## src/rtl/nfa_pkg.sv

```systemverilog
// Shared helpers for the NACK-fair arbiter: ring arithmetic on processor indices.
package nfa_pkg;

    // Advance an index by one on a ring of size span.
    function automatic int ring_step(input int cur, input int span);
        return (cur + 1 >= span) ? 0 : cur + 1;
    endfunction

    // Index reached by moving off places up from base on a ring of size span.
    function automatic int ring_add(input int base, input int off, input int span);
        return (base + off) % span;
    endfunction

endpackage

```

## src/rtl/nfa_fill_ptr.sv

```systemverilog
// Favourite pointer for the NACK-fair arbiter.
// It keeps a registered copy of the full flag and advances the pointer once on each
// rising edge of that flag (a fill event). It assumes N_REQ >= 2 and uses a
// synchronous active-low reset. A full flag already high when reset releases counts
// as a fill event.
module nfa_fill_ptr #(
    parameter int N_REQ = 4,
    parameter int PW    = (N_REQ > 1) ? $clog2(N_REQ) : 1
) (
    input  logic          clk,
    input  logic          rst_n,
    input  logic          buf_full,
    output logic [PW-1:0] ptr
);
    import nfa_pkg::*;

    logic full_q;
    logic fill_evt;

    // Detect the transition from room available to full.
    always_comb fill_evt = buf_full & ~full_q;

    // Hold the previous full flag and rotate the pointer on each fill event.
    always_ff @(posedge clk) begin
        if (!rst_n) begin
            full_q <= 1'b0;
            ptr    <= '0;
        end else begin
            full_q <= buf_full;
            if (fill_evt) begin
                ptr <= PW'(ring_step(int'(ptr), N_REQ));
            end
        end
    end

endmodule

```

## src/rtl/nfa_rr_pick.sv

```systemverilog
// Round-robin selector. It grants the first raised request found searching upward
// from index ptr and wrapping around. With en low it grants nothing. The block is
// purely combinational, and ptr must be below N_REQ.
module nfa_rr_pick #(
    parameter int N_REQ = 4,
    parameter int PW    = (N_REQ > 1) ? $clog2(N_REQ) : 1
) (
    input  logic             en,
    input  logic [N_REQ-1:0] req,
    input  logic [PW-1:0]    ptr,
    output logic [N_REQ-1:0] grant
);
    import nfa_pkg::*;

    logic          found;
    logic [PW-1:0] idx;

    // Scan the ring from the favourite index and take the first requester.
    always_comb begin
        grant = '0;
        found = 1'b0;
        idx   = '0;
        for (int k = 0; k < N_REQ; k++) begin
            idx = PW'(ring_add(int'(ptr), k, N_REQ));
            if (en && !found && req[idx]) begin
                grant[idx] = 1'b1;
                found      = 1'b1;
            end
        end
    end

endmodule

```

## src/rtl/nack_fair_arb.sv

```systemverilog
// NACK-fair rotating bus arbiter (top).
// While the shared buffer is full, it refuses every raised request and grants none.
// While there is room, it grants one requester, favouring the processor named by a
// pointer that rotates on each fill event. The grant and NACK are combinational,
// and the reset is synchronous active-low.
module nack_fair_arb #(
    parameter int N_REQ = 4
) (
    input  logic             clk,
    input  logic             rst_n,
    input  logic [N_REQ-1:0] req,
    input  logic             buf_full,
    output logic [N_REQ-1:0] grant,
    output logic [N_REQ-1:0] nack
);
    localparam int PW = (N_REQ > 1) ? $clog2(N_REQ) : 1;

    logic [PW-1:0] next_ptr;
    logic          room;

    // Grants are only possible while the buffer has room.
    always_comb room = ~buf_full;

    nfa_fill_ptr #(.N_REQ(N_REQ), .PW(PW)) u_ptr (
        .clk      (clk),
        .rst_n    (rst_n),
        .buf_full (buf_full),
        .ptr      (next_ptr)
    );

    nfa_rr_pick #(.N_REQ(N_REQ), .PW(PW)) u_pick (
        .en    (room),
        .req   (req),
        .ptr   (next_ptr),
        .grant (grant)
    );

    // One refusal line per processor: a raised request meets a full buffer.
    for (genvar g = 0; g < N_REQ; g++) begin : g_nack
        always_comb nack[g] = req[g] & buf_full;
    end

endmodule

```

## config.mk

```make
export PLATFORM = sky130hd
export DESIGN_NAME = nack_fair_arb
export DESIGN_NICKNAME = d
export VERILOG_FILES = /design/src/rtl/nfa_pkg.sv /design/src/rtl/nfa_fill_ptr.sv /design/src/rtl/nfa_rr_pick.sv /design/src/rtl/nack_fair_arb.sv
export SDC_FILE = /design/constraint.sdc
export NUM_CORES = 1
export LEC_CHECK = 0
export BUFFER_PORTS_ARGS = -buffer_cell sky130_fd_sc_hd__buf_4
export CORE_AREA = 4 4 41 43
export CTS_CLUSTER_SIZE = 10
export DETAILED_ROUTE_END_ITERATION = 6
export DIE_AREA = 0 0 45 47
export PLACE_DENSITY = 0.76
export SYNTH_ARGS = -nofsm -noshare
export SYNTH_HDL_FRONTEND = slang
export SYNTH_HIERARCHICAL = 1
export SYNTH_SLANG_ARGS = --single-unit
export TNS_END_PERCENT = 50
```

## constraint.sdc

```tcl
create_clock -name clk -period 2.85 [get_ports clk]
set_clock_uncertainty 0.2 [all_clocks]
set_input_delay 0.4275 -clock clk [delete_from_list [all_inputs] [get_ports clk]]
set_output_delay 0.4275 -clock clk [all_outputs]
set_load 0.05 [all_outputs]
```

==> results.rst <==
.. list-table::
   :header-rows: 1

   * - Metric
     - Value
   * - Run status
     - finished clean
   * - Power density cells
     - 366 mW/mm2
   * - Number of nets in the layout
     - 97
   * - Final hold slack
     - approximately 230 ps
   * - Synthesized netlist net count
     - 74
   * - Final critical delay including setup and external delays
     - 2810 ps
   * - Fill cell instance count of the final layout
     - between 100 and 150
   * - Slew of the pin with the lowest slew margin
     - 369 ps
   * - Share of total power consumed by net switching
     - 39.7%
   * - DIE AREA
     - ~0.0021 mm2
   * - Final core utilization
     - between 50 and 60%
   * - Type of element launching the critical path
     - flop
   * - CP Max Fanout
     - 6
   * - Number of DRC violations after detailed routing
     - 0
   * - Data arrival time of the critical path
     - 2190 ps
   * - Global route total overflow
     - 0
   * - Min-delay worst type
     - primary input to flop
   * - CTS buffer count
     - 3
   * - Yosys top cell area share
     - 19.0%
   * - Slowest cell on crit path
     - mux4_2
   * - Combined buffer and inverter count along the critical path
     - 2
   * - Effective utilization at floorplan
     - 40.4%
   * - Overall routed net length
     - 1.22 mm
   * - Num ports
     - 15
   * - Leakage Power
     - 0.333 nW
   * - H-tree level count
     - 1
   * - Seq cells post-synth
     - 3
   * - Mean instance size in the synthesized netlist
     - 8.91 um2
   * - Sequential-to-total area share from yosys stat
     - a little under an eighth
   * - Largest area contributor in the netlist
     - ha_1
   * - Vias
     - 510
   * - Critical path cell sequence
     - inv_2 > ha_4 > mux4_2 > or3b_1 > a21oi_2 > a221o_2 > buf_8
   * - Root buffer cell
     - clkbuf_4
   * - Number of design-rule violations left by the first detailed-router iteration
     - 5
   * - Placeable Area
     - 0.00130 mm2
   * - Cells after Synth
     - 59
   * - Slew Limit Fails
     - 0
   * - Share of power burned in the clock network
     - 26.2%
   * - Antenna fix cells
     - 0
   * - Row count
     - 13
   * - Detailed-placement wirelength estimate
     - 963 um
   * - Sequential standard cell area
     - 62.6 um2
   * - Largest cells by area after synthesis
     - ha_1, dfxtp_1, mux4_2
   * - Antenna violations before repair
     - 0
   * - Die height
     - 47 um
   * - Crit share post-route
     - a little over nine tenths
   * - Count of placed standard cells in the final layout, fillers left out
     - 96
   * - Post-layout worst setup margin
     - 36.4 ps
   * - Top Family by Delay on Critical Path
     - multiplexers
   * - Wire length per cell
     - 12.7 um
   * - Routability cong.
     - 0.878
   * - Wire length of the first global-routing pass
     - 2.07 mm
   * - Final hold violation count
     - 0
   * - Crit Path Class
     - flop to output pin
   * - Internal Pwr Total
     - 0.166 mW
   * - Area of the multi-input gates
     - 465 um2
   * - Share of layout cells above drive strength 1
     - 46.9%
   * - Total standard cell area after synthesis
     - 526 um2
   * - Vias in the first global route
     - 483
   * - Number of detailed-route iterations in the first pass
     - 4
   * - Register clock-pin slew on the reported worst setup and hold paths
     - around 40 ps
   * - Clock latency of the later-clocked register in the worst-skew pair
     - 230 ps
   * - Fmax
     - 355 MHz
   * - CTS tree
     - built
   * - Power spent charging and discharging nets
     - approximately 0.11 mW
   * - Area growth, synth to finish
     - 43.3%
   * - Antenna Nets Post-Route
     - 0
   * - Unrepaired setup endpoints after global routing
     - yes
   * - CTS sink cnt
     - 3
   * - Sequential cell fraction of total power
     - 17.3%
   * - Final number of setup-violating endpoints
     - 0
   * - Max_slew headroom
     - 75.4%
   * - Max-Cap Viols
     - 0
   * - Post-DR vias/cell
     - 5.31
   * - Element type at the critical path end
     - output pin
   * - Worst slack, placed
     - about 110 ps
   * - Die W
     - between 40 and 50 um
   * - Number of warnings issued by yosys
     - 6
   * - Combinational share of power
     - 56.5%
   * - Data required time of the worst path
     - 2220 ps
   * - Number of placed instances, taps included
     - 92
   * - Distinct cells, synth
     - 20
   * - Bufs on Longest Clock Path
     - 2
   * - Maximum number of pins on one net before global-route repair
     - 13
   * - IO Port Bufs
     - 14
   * - Overall routing resource usage
     - 13.2%
   * - Slowest cell delay on critical path
     - approximately 570 ps
   * - Peak supply drop
     - 0.000291 V
## path summary, 6_finish.rpt
kind                     start      endpoint  slack [ps]  cells after the start
setup / recovery  u_ptr/ptr[0]      grant[1]          40                      7
hold / removal           rst_n  u_ptr/ptr[1]         230                      2
setup reg to reg  u_ptr/ptr[0]  u_ptr/ptr[1]        1570                      4
hold reg to reg   u_ptr/full_q  u_ptr/ptr[1]         430                      3
## timing repair
action | CTS | global route
resized for setup | 3 | 3
pin swaps | 1 | 1
hold buffers | 0 | 0
setup endpoints to repair | 4 | 4
setup buffers | 0 | 0
## flip-flops by register name, summed over array words and instances, names as in the netlist
name and cells:
u_ptr/ptr 2, u_ptr/full_q 1
## cells in the mapped netlist (all sizes together)
cell / count
mux4: 2
nor2b: 3
a32oi: 1
and2: 5
o311a: 1
dfxtp: 3
a221o: 4
mux2i: 4
nand2: 4
a21oi: 4
a211oi: 1
ha: 8
a2111oi: 1
or3b: 5
nor2: 2
inv: 9
or4: 2
## worst register-to-register path: stages, from the launching register on
cell and delay [ps]:
dfxtp_2 310, buf_4 170, ha_1 300, mux2i_1 130, nor2b_1 60
## per-layer routing
layer | track usage (%) | vias up | part of all wire [%]
li1 | - | 261 | -
met1 | 16.0 | 230 | 42
met2 | 24.0 | 19 | 51
met3 | 2.30 | 0 | 6.9
met4 | 3.51 | 0 | 0
met5 | 0 | - | 0
## power groups by stage
stage | Clock [mW] | Sequential, mW | Combinational [mW]
detailed placement | 0 | 0.0483 | 0.147
CTS | 0.0757 | 0.0476 | 0.154
global placement | 0 | 0.0481 | 0.144
global route | 0.0830 | 0.0480 | 0.168
finish | 0.0721 | 0.0477 | 0.156
floorplan | 0 | 0.0532 | 0.0983
## cell usage in the layout, fill, tap and decap left out, types with 2 or more instances in the layout
master | Yosys | routed
a221o_2 | 0 | 4
mux2i_1 | 4 | 4
or3b_1 | 5 | 5
and2_1 | 4 | 4
clkbuf_4 | 0 | 3
or4_1 | 2 | 2
mux4_2 | 2 | 2
dfxtp_2 | 0 | 2
inv_2 | 2 | 3
ha_1 | 8 | 7
nor2b_1 | 2 | 2
nor2_1 | 2 | 2
nand2_1 | 4 | 4
buf_4 | 0 | 16
a21oi_1 | 4 | 3
inv_1 | 7 | 6
## stage by stage
stage	cell area, um2	total power, mW	setup TNS (ps)
final	753	0.276	0
after global routing	753	0.299	-193
after CTS	746	0.277	0
after detailed placement	699	0.195	0
after global placement	699	0.192	0
after floorplan	546	0.152	0
## cell type report
type	count	area share [%]
Clock buffer	4	3.49
Inverter	9	4.49
Multi-Input combinational cell	47	61.8
Sequential cell	3	8.31
Tap cell	15	2.49
Timing Repair Buffer	18	19.4
## kinds of logic (layout without fill, tap and decap cells)
group           Yosys count  after routing  share of synthesized area [%]
compound gates           12             12                           20.2
fa+ha+maj                 8              8                           19.0
buf+inv                   9             31                           6.43
flops                     3              3                           11.4
mux                       6              6                           16.2
simple gates             21             21                           26.7
No activity file was read; power rests on OpenSTA's default activity.
